File: src/rtl/media_alu_pkg.sv
package media_alu_pkg;

  typedef enum logic [2:0] {
    OP_AVG    = 3'd0,
    OP_ABSD   = 3'd1,
    OP_ABSACC = 3'd2,
    OP_MIN    = 3'd3,
    OP_MAX    = 3'd4
  } op_e;

  typedef struct packed {
    logic load;
    logic rec;
  } ctrl_t;

endpackage

File: src/rtl/media_lane_unit.sv
module media_lane_unit
  import media_alu_pkg::*;
#(
  parameter int W = 8
) (
  input  logic [W-1:0] a,
  input  logic [W-1:0] b,
  input  logic [W-1:0] acc,
  input  logic [2:0]   op,
  input  logic         sgn,
  output logic [W-1:0] res,
  output logic [2:0]   flags
);
  localparam int EW = W + 2;

  logic signed [EW-1:0] ax, bx, sumAvg, diff, absVal;
  logic lt, gt, eq;
  logic [W-1:0] absW;

  always_comb begin
    ax     = {{2{sgn & a[W-1]}}, a};
    bx     = {{2{sgn & b[W-1]}}, b};
    sumAvg = ax + bx + EW'(1);
    diff   = ax - bx;
    lt     = diff[EW-1];
    eq     = (diff == '0);
    gt     = !lt && !eq;
    absVal = lt ? -diff : diff;
    absW   = absVal[W-1:0];
  end

  always_comb begin
    case (op)
      OP_AVG:    res = sumAvg[W:1];
      OP_ABSD:   res = absW;
      OP_ABSACC: res = acc + absW;
      OP_MIN:    res = lt ? a : b;
      OP_MAX:    res = gt ? a : b;
      default:   res = '0;
    endcase
    flags = {lt, gt, eq};
  end

  logic unusedBits;
  assign unusedBits = ^{sumAvg[EW-1], sumAvg[0], absVal[EW-1:W]};

endmodule

File: src/rtl/media_alu_ctrl.sv
module media_alu_ctrl
  import media_alu_pkg::*;
(
  input  logic       clk,
  input  logic       rstN,
  input  logic       inValid,
  input  logic [2:0] opSel,
  input  logic       recEn,
  output ctrl_t      ctrl,
  output logic       outValid
);
  logic isMinMax;

  always_comb begin
    isMinMax  = (opSel == OP_MIN) || (opSel == OP_MAX);
    ctrl.load = inValid;
    ctrl.rec  = inValid && recEn && isMinMax;
  end

  always_ff @(posedge clk or negedge rstN) begin
    if (!rstN) outValid <= 1'b0;
    else       outValid <= inValid;
  end

  p_valid_rise_r2: assert property (@(posedge clk) disable iff (!rstN)
    inValid |=> outValid);
  p_valid_idle_r2: assert property (@(posedge clk) disable iff (!rstN)
    !inValid |=> !outValid);

endmodule

File: src/rtl/media_alu_dp.sv
module media_alu_dp
  import media_alu_pkg::*;
#(
  parameter int DATA_W = 64
) (
  input  logic              clk,
  input  logic              rstN,
  input  ctrl_t             ctrl,
  input  logic [DATA_W-1:0] srcA,
  input  logic [DATA_W-1:0] srcB,
  input  logic [DATA_W-1:0] accIn,
  input  logic [2:0]        opSel,
  input  logic [1:0]        laneSel,
  input  logic              isSigned,
  output logic [DATA_W-1:0] resultQ,
  output logic [2:0]        condQ
);
  localparam int NUM_W = 3;

  logic [NUM_W-1:0][DATA_W-1:0] resW;
  logic [NUM_W-1:0][2:0]        flagW;

  for (genvar gw = 0; gw < NUM_W; gw++) begin : g_width
    localparam int LW = 8 << gw;
    localparam int NL = DATA_W / LW;
    for (genvar l = 0; l < NL; l++) begin : g_lane
      logic [LW-1:0] laneRes;
      logic [2:0]    laneFlags;
      media_lane_unit #(.W(LW)) u_lane (
        .a    (srcA[l*LW +: LW]),
        .b    (srcB[l*LW +: LW]),
        .acc  (accIn[l*LW +: LW]),
        .op   (opSel),
        .sgn  (isSigned),
        .res  (laneRes),
        .flags(laneFlags)
      );
      assign resW[gw][l*LW +: LW] = laneRes;
      if (l == 0) begin : g_first
        assign flagW[gw] = laneFlags;
      end else begin : g_rest
        logic [2:0] unusedFlags;
        assign unusedFlags = laneFlags;
      end
    end
  end

  logic [1:0] widthIdx;
  always_comb widthIdx = (laneSel == 2'd3) ? 2'd2 : laneSel;

  always_ff @(posedge clk or negedge rstN) begin
    if (!rstN) begin
      resultQ <= '0;
      condQ   <= '0;
    end else if (ctrl.load) begin
      resultQ <= resW[widthIdx];
      condQ   <= ctrl.rec ? flagW[widthIdx] : 3'b000;
    end
  end

  p_hold_result_r2: assert property (@(posedge clk) disable iff (!rstN)
    !ctrl.load |=> ($stable(resultQ) && $stable(condQ)));
  p_cond_clear_r9: assert property (@(posedge clk) disable iff (!rstN)
    (ctrl.load && !ctrl.rec) |=> (condQ == 3'b000));
  p_cond_onehot_r8: assert property (@(posedge clk) disable iff (!rstN)
    ctrl.rec |=> ($countones(condQ) == 1));
  p_cond_zero_or_one_r8: assert property (@(posedge clk) disable iff (!rstN)
    $onehot0(condQ));

endmodule

File: src/rtl/media_lane_alu.sv
module media_lane_alu
  import media_alu_pkg::*;
#(
  parameter int DATA_W = 64
) (
  input  logic              clk,
  input  logic              rstN,
  input  logic              inValid,
  input  logic [DATA_W-1:0] srcA,
  input  logic [DATA_W-1:0] srcB,
  input  logic [DATA_W-1:0] accIn,
  input  logic [2:0]        opSel,
  input  logic [1:0]        laneSel,
  input  logic              isSigned,
  input  logic              recEn,
  output logic              outValid,
  output logic [DATA_W-1:0] result,
  output logic [2:0]        condOut
);
  ctrl_t ctrl;

  media_alu_ctrl u_ctrl (
    .clk     (clk),
    .rstN    (rstN),
    .inValid (inValid),
    .opSel   (opSel),
    .recEn   (recEn),
    .ctrl    (ctrl),
    .outValid(outValid)
  );

  media_alu_dp #(.DATA_W(DATA_W)) u_dp (
    .clk     (clk),
    .rstN    (rstN),
    .ctrl    (ctrl),
    .srcA    (srcA),
    .srcB    (srcB),
    .accIn   (accIn),
    .opSel   (opSel),
    .laneSel (laneSel),
    .isSigned(isSigned),
    .resultQ (result),
    .condQ   (condOut)
  );

endmodule

File: config.mk
export PLATFORM = sky130hd
export DESIGN_NAME = media_lane_alu
export DESIGN_NICKNAME = d
export VERILOG_FILES = /design/src/rtl/media_alu_pkg.sv /design/src/rtl/media_lane_unit.sv /design/src/rtl/media_alu_ctrl.sv /design/src/rtl/media_alu_dp.sv /design/src/rtl/media_lane_alu.sv
export SDC_FILE = /design/constraint.sdc
export NUM_CORES = 2
export LEC_CHECK = 0
export BUFFER_PORTS_ARGS = -buffer_cell sky130_fd_sc_hd__buf_4
export CAP_MARGIN = 30
export CORE_MARGIN = 4
export CORE_UTILIZATION = 45
export DETAILED_ROUTE_END_ITERATION = 10
export HOLD_SLACK_MARGIN = 0.12
export PLACE_DENSITY_LB_ADDON = 0.12
export SLEW_MARGIN = 20
export SYNTH_ARGS = -nofsm -noshare
export SYNTH_HDL_FRONTEND = slang
export SYNTH_SLANG_ARGS = --single-unit
File: constraint.sdc
create_clock -name clk -period 1.8 [get_ports clk]
set_input_delay 0.27 -clock clk [delete_from_list [all_inputs] [get_ports clk]]
set_output_delay 0.27 -clock clk [all_outputs]
set_load 0.005 [all_outputs]
Word level (Yosys, flattened, before mapping)
Cells that the tools add are included.
Storage, ports and cells
  register bits: 68
  bits of input ports: 202
  output and inout bits: 68
  logic and storage cells: 217
Cells by class
  add/subtract/negate cells: 70
  $lt $le $gt $ge: 1
  eq/ne operators: 5
  mux-type cells: 62
  bitwise operators: 16
  reduce and logical (&&, ||, !) cells: 60
Operators by type and width (number)
  $pmux 16 s5: 4
  $pmux 32 s5: 2
  $pmux 8 s5: 8
  $mux 16: 12
  $mux 32: 6
  $mux 8: 24
  $bmux 64 s2: 1
  $logic_not 10->1: 8
  $sub 9x9->10: 8
  $add 9x2->9 const B: 8
  $add 9x9->9: 8
  $logic_not 18->1: 4
  $sub 17x17->18: 4
  $add 17x17->17: 4
  $add 17x2->17 const B: 4
  $logic_not 34->1: 2
  $sub 33x33->34: 2
  $add 33x2->33 const B: 2
  $add 33x33->33: 2
  $add 16x16->16: 4
  $add 32x32->32: 2
  $add 8x8->8: 8
  $mux 64: 1
  $neg 16->16: 4
  15 further kinds: 82

Longest topological paths before layout
  word-level depth: 9
  depth in mapped cells: 27
  gate-level depth less buffers: 25

Cells and area by module
A second synthesis with hierarchy kept.
Unflattened totals
  cells, all modules: 6845
  area, all modules: 49996.7 µm²
Modules (own cells, without submodules)
  media_lane_unit at u_dp.g_width[1].g_lane[0].u_lane ...: instances 4, cells an instance 550, area an instance 3961.3 µm², seq. area each 0.0 µm²
  media_lane_unit at u_dp.g_width[2].g_lane[1].u_lane: instances 1, cells an instance 1222, area an instance 8374.3 µm², seq. area each 0.0 µm²
  media_lane_unit at u_dp.g_width[2].g_lane[0].u_lane: instances 1, cells an instance 1185, area an instance 8151.6 µm², seq. area each 0.0 µm²
  media_lane_unit at u_dp.g_width[0].g_lane[0].u_lane ...: instances 4, cells an instance 228, area an instance 1717.9 µm², seq. area each 0.0 µm²
  media_lane_unit at u_dp.g_width[0].g_lane[1].u_lane ...: instances 3, cells an instance 239, area an instance 1746.7 µm², seq. area each 0.0 µm²
  media_alu_dp: instances 1, cells an instance 377, area an instance 3781.1 µm², seq. area each 1676.6 µm²
  media_lane_unit at u_dp.g_width[0].g_lane[6].u_lane: instances 1, cells an instance 226, area an instance 1675.4 µm², seq. area each 0.0 µm²
  media_alu_ctrl: instances 1, cells an instance 6, area an instance 57.6 µm², seq. area each 25.0 µm²

Worst setup path before layout
No wires, ideal clock.
  path kind: input-to-reg
  start point: in srcB[55]
  end point: reg u_dp.resultQ[61]
  library setup time: 138 ps
  data arrival time: 5945 ps
  required time: 1662 ps
  slack: -4283 ps
  cell stages on the path: 24
  buffers on the path: 2
  path through: clkbuf_1 -> inv_1 -> ha_1 -> nor2b_1 -> a221oi_1 -> o21ai_0 -> a21oi_1 -> a2bb2oi_1 -> clkbuf_1 -> nand2_1 -> xor2_1 -> ha_1 -> and2_1 -> a221o_1 -> a221oi_1 -> a31oi_1 -> o21ai_0 -> a21oi_1 -> a21o_1 -> a211oi_1 -> xor2_1 -> nor2_1 -> a2111oi_0 -> o211ai_1
Between the ends
  word-level cells in the longest chain between the ends: 8
  elaborated cells on any way between the ends: 28
  classes of those cells: add/sub: 10; mux: 10; reduce/logical: 8
RTL lines
  start: declaration: line media_lane_alu.sv:10  | input logic [DATA_W-1:0] srcB,
  parallel branches: the longest is 6 deep, another holds $sub 33x33->34
  $bmux 64 s2 *: line media_alu_dp.sv:56  | resultQ <= resW[widthIdx];
  $mux 64 (not written as such) *: line media_alu_dp.sv:56
  end signal: assignment: line media_alu_dp.sv:56
  end: declaration: line media_alu_dp.sv:15  | output logic [DATA_W-1:0] resultQ,
Every way passes the cells marked *. The select of a mux whose other input is x is not followed.
A chain may end at the register's enable or synchronous reset.

Final worst setup path
  start point: in srcA[32]
  end point: reg u_dp.resultQ[58]
Between the ends
  word-level cells in the longest chain between the ends: 8
  elaborated cells on any way between the ends: 15
  classes of those cells: add/sub: 5; mux: 6; reduce/logical: 4
RTL lines
  start: declaration: line media_lane_alu.sv:9  | input logic [DATA_W-1:0] srcA,
  parallel branches: the longest is 5 deep, another holds $sub 33x33->34
  $pmux 32 s5 *: line media_lane_unit.sv:33  | case (op)
  $bmux 64 s2 *: line media_alu_dp.sv:56
  $mux 64 (not written as such) *: line media_alu_dp.sv:56
Marks and branches as above.

==> metrics.md <==
| Metric | Value |
|---|---|
| Final setup margin | -3490 ps |
| First-pass GRT wire length | 307000 µm |
| Syn Nets | 5566 |
| Fillers | roughly 5900 |
| DRC | 0 |
| R2r startpoint | u_dp.resultQ[30] |
| Req. time, crit path | 2100 ps |
| Syn. warnings | 0 |
| Detailed placement HPWL | 166000 µm |
| Skew-Pair Late Insertion Delay | 410 ps |
| #FFs+latches synth | 68 |
| Status | complete, but fails checks |
| Largest net degree at the start of global routing | 44 |
| Hold path depth | 3 |
| Placer congestion estimate | ~1.1 |
| TritonCTS sink count | 68 |
| Vias | 52500 |
| Reg-to-reg setup timing slack | -120 ps |
| Mapped Cells | 5011 |
| Most used DFF post-synth | dfrtp_1 |
| CP Capture Type | register |
| Pins Over Slew Limit | 0 |
| Vias in the first global route | 50600 |
| # rows | 101 |
| Router iterations before antenna repair | 9 |
| Die X | 285 µm |
| Final setup fails | 67 |
| Drt total wl | about 210000 µm |
| Final Skew | 0 ps |
| Place WS | -4180 ps |
| Syn Area/Cell | 6.89 µm² |
| Slew at the pin closest to its max-slew limit | 879 ps |
| Fin crit share | 2.94 |
| CP max FO | 4 |
| Hold Crit Endpoint | u_dp.condQ[1] |
| Syn Std Cell Area | 34500 µm² |
| Power Density | 821 nW/µm² |
| Number of top-level pins | 270 |
| Relative slew margins | 0.408 |
| PortBufs | ~270 |
| Leakage | 0.0266 µW |
| HP Start | recEn |
| Nets | around 7600 |
| Via density | 6.49 |
| Failing checks | negative setup slack |
| Fraction of layout cells with a size suffix above 1 | 0.425 |
| Buffer depth of the longest clock path | 2 |
| RR Endpoint | u_dp.resultQ[30] |
| Post-synth ARST share | 1.00 |
| Register area | 1700 µm² |
| Hold WS | 213 ps |
| Hold WC Path Type | in2reg |
| Core ar. | 75900 µm² |
| CTS tree | done |
| Clock-pin slew on the worst setup and hold paths | roughly 90 ps |
| Footprint of the multi-input gates | approximately 35000 µm² |
| Netlist cell types | 105 |
| Height of the die | 285 µm |
| Initial antenna violation count | 10 |
| CP arrival | around 5600 ps |
| Crit path kind | in2reg |
| Starting density of the core | 0.455 |
| H-tree depth | 3 |
| Max frequency | around 190 MHz |
| Crit path launch type | primary input |
| Peak VDD IR | approximately 0.00066 V |
| CTS Root Cell | clkbuf_16 |
| RSZ-0062 raised after global routing | yes |
| GRT Overall Usage | 0.486 |
| Area delta synth->final | 66.7% |
| Antenna-violating nets left | 0 |
| Cts bufs inserted | 9 |
| Worst-case reg-to-reg path depth | 8 |
| Number of synthesized flops with an enable pin | 0 |
| Gr ovfl total | 0 |
| Die Footprint | about 81000 µm² |
| Register area share after synthesis | 0.0493 |
| DR WL/cell | 26.3 µm |
| Initial drt markers | 7103 |
| Post-layout min period | 5290 ps |
| Max-capacitance violation count | 0 |
| Final hold vios | 0 |
flip-flops by register name, indices dropped and copies added, names as in the netlist:
name and count:
u_dp.resultQ 64, u_ctrl.outValid 1, u_dp.condQ 3
worst max-delay path by stage:
stage,from,cells after the start,slack (ps),end
after floorplan,srcB[26],26,-3550,u_dp.resultQ[28]
after global placement,srcB[5],27,-4100,u_dp.resultQ[27]
after detailed placement,srcB[5],27,-4180,u_dp.resultQ[27]
after CTS,srcA[0],25,-3220,u_dp.resultQ[28]
after global routing,srcB[5],29,-3670,u_dp.resultQ[28]
final,srcA[32],25,-3490,u_dp.resultQ[58]
synthesized netlist by cell type, types with 79 or more instances:
library cell  count  area (µm²)
a21o_1          103         773
a21oi_1         577        2890
a221oi_1         98         858
clkbuf_1        226         848
ha_1            323        4040
inv_1           220         826
mux2i_1         176        1760
nand2_1         385        1450
nand3_1          92         460
nor2_1          463        1740
nor3_1          104         521
o21ai_0         341        1710
o21bai_1         79         593
xnor2_1         392        3430
xor2_1          146        1280
critical path, stage by stage:
cell       delay [ps]
buf_12             90
inv_12             30
ha_4              160
fa_2              350
nand2b_4          190
a2111oi_4         520
o2111ai_1         210
o211ai_1          220
o21bai_1          160
or3_4             470
buf_6             150
o31ai_4           200
xnor2_2           120
ha_1              320
nand2_1            80
or3_1             380
o211ai_1          220
a41o_2            460
buf_6             150
a21oi_4            60
buf_4             140
o211a_1           210
o21ai_1           140
and3_1            170
a41oi_1            90
stage by stage:
| stage | setup TNS (ps) | util | power, µW | std cells | instance area (µm²) |
|---|---|---|---|---|---|
| finish | -193730 | 0.758 | 47200 | 8092 | 57600 |
| global route | -202510 | 0.758 | 49200 | 8087 | 57600 |
| CTS | -180960 | 0.741 | 44100 | 8056 | 56300 |
| detailed placement | -228190 | 0.697 | 38100 | 7929 | 52900 |
| global placement | -224520 | 0.697 | 37500 | 7929 | 52900 |
| floorplan | -177190 | - | 21100 | 5011 | 36100 |
cell families after synthesis:
group,count (synthesis),share of synthesized area
AOI/OAI and AO/OA,1879,0.360
and+or+nand+nor,1414,0.193
xor gates and xnor gates,539,0.137
buffers and inverters,538,0.0608
adders and majority gates,353,0.134
muxes,220,0.0655
DFF,68,0.0493
routing by layer:
layer	GRT usage	share of wire	vias to the layer above
met5	0	0.00028	-
met4	0.340	0.090	10
met3	0.137	0.13	1285
met2	0.726	0.41	4165
met1	0.603	0.37	24400
li1	-	-	22700
layout make-up:
cell class	count	share of cell area
clock buffers	9	0.00391
diodes	6	0.000261
flip-flops and latches	68	0.0296
well taps	1030	0.0224
multi-input cells	4405	0.603
inverters	239	0.0172
clock inverters	7	0.00172
repair buffers	2328	0.322
power by group:
group	internal (µW)	switching, µW
Sequential	1770	270
Clock	1240	1270
Combinational	20600	22100
placed cells by master, fill, tap and decap left out, types with 28 or more instances in the layout:
master,synthesis,routed
o21ai_0,341,274
dfrtp_1,68,68
ha_1,323,264
nand2_1,385,363
o22ai_1,34,29
buf_6,2,78
and3_1,39,32
nor2_1,463,437
a21oi_2,1,56
inv_1,220,188
xnor2_2,0,46
o21a_1,41,39
a211oi_1,64,43
a221oi_1,98,73
o211ai_1,56,56
o21ai_1,24,54
buf_4,8,2183
a21o_1,103,100
ha_4,0,46
nand2b_1,53,46
o21bai_1,79,73
o221ai_1,76,67
buf_12,0,56
xnor2_1,392,339
mux2i_1,176,171
nand4_1,29,29
o31ai_1,42,33
nor3_1,104,91
a31oi_1,54,42
a21oi_1,577,508
nor4_1,32,28
mux2_2,29,28
nor2b_1,62,50
nand3_1,92,82
or3_1,36,28
xor2_1,146,128
repair_timing:
action                                  in CTS  in global routing
hold endpoints to repair                    21                  0
pin swaps                                  307                206
setup buffers                              118                 50
hold buffers                                 1                  0
gates cloned                                 1                  0
resized for setup                          456                190
endpoints found under the setup margin      67                 67
Power figures use the tool's default switching activity.
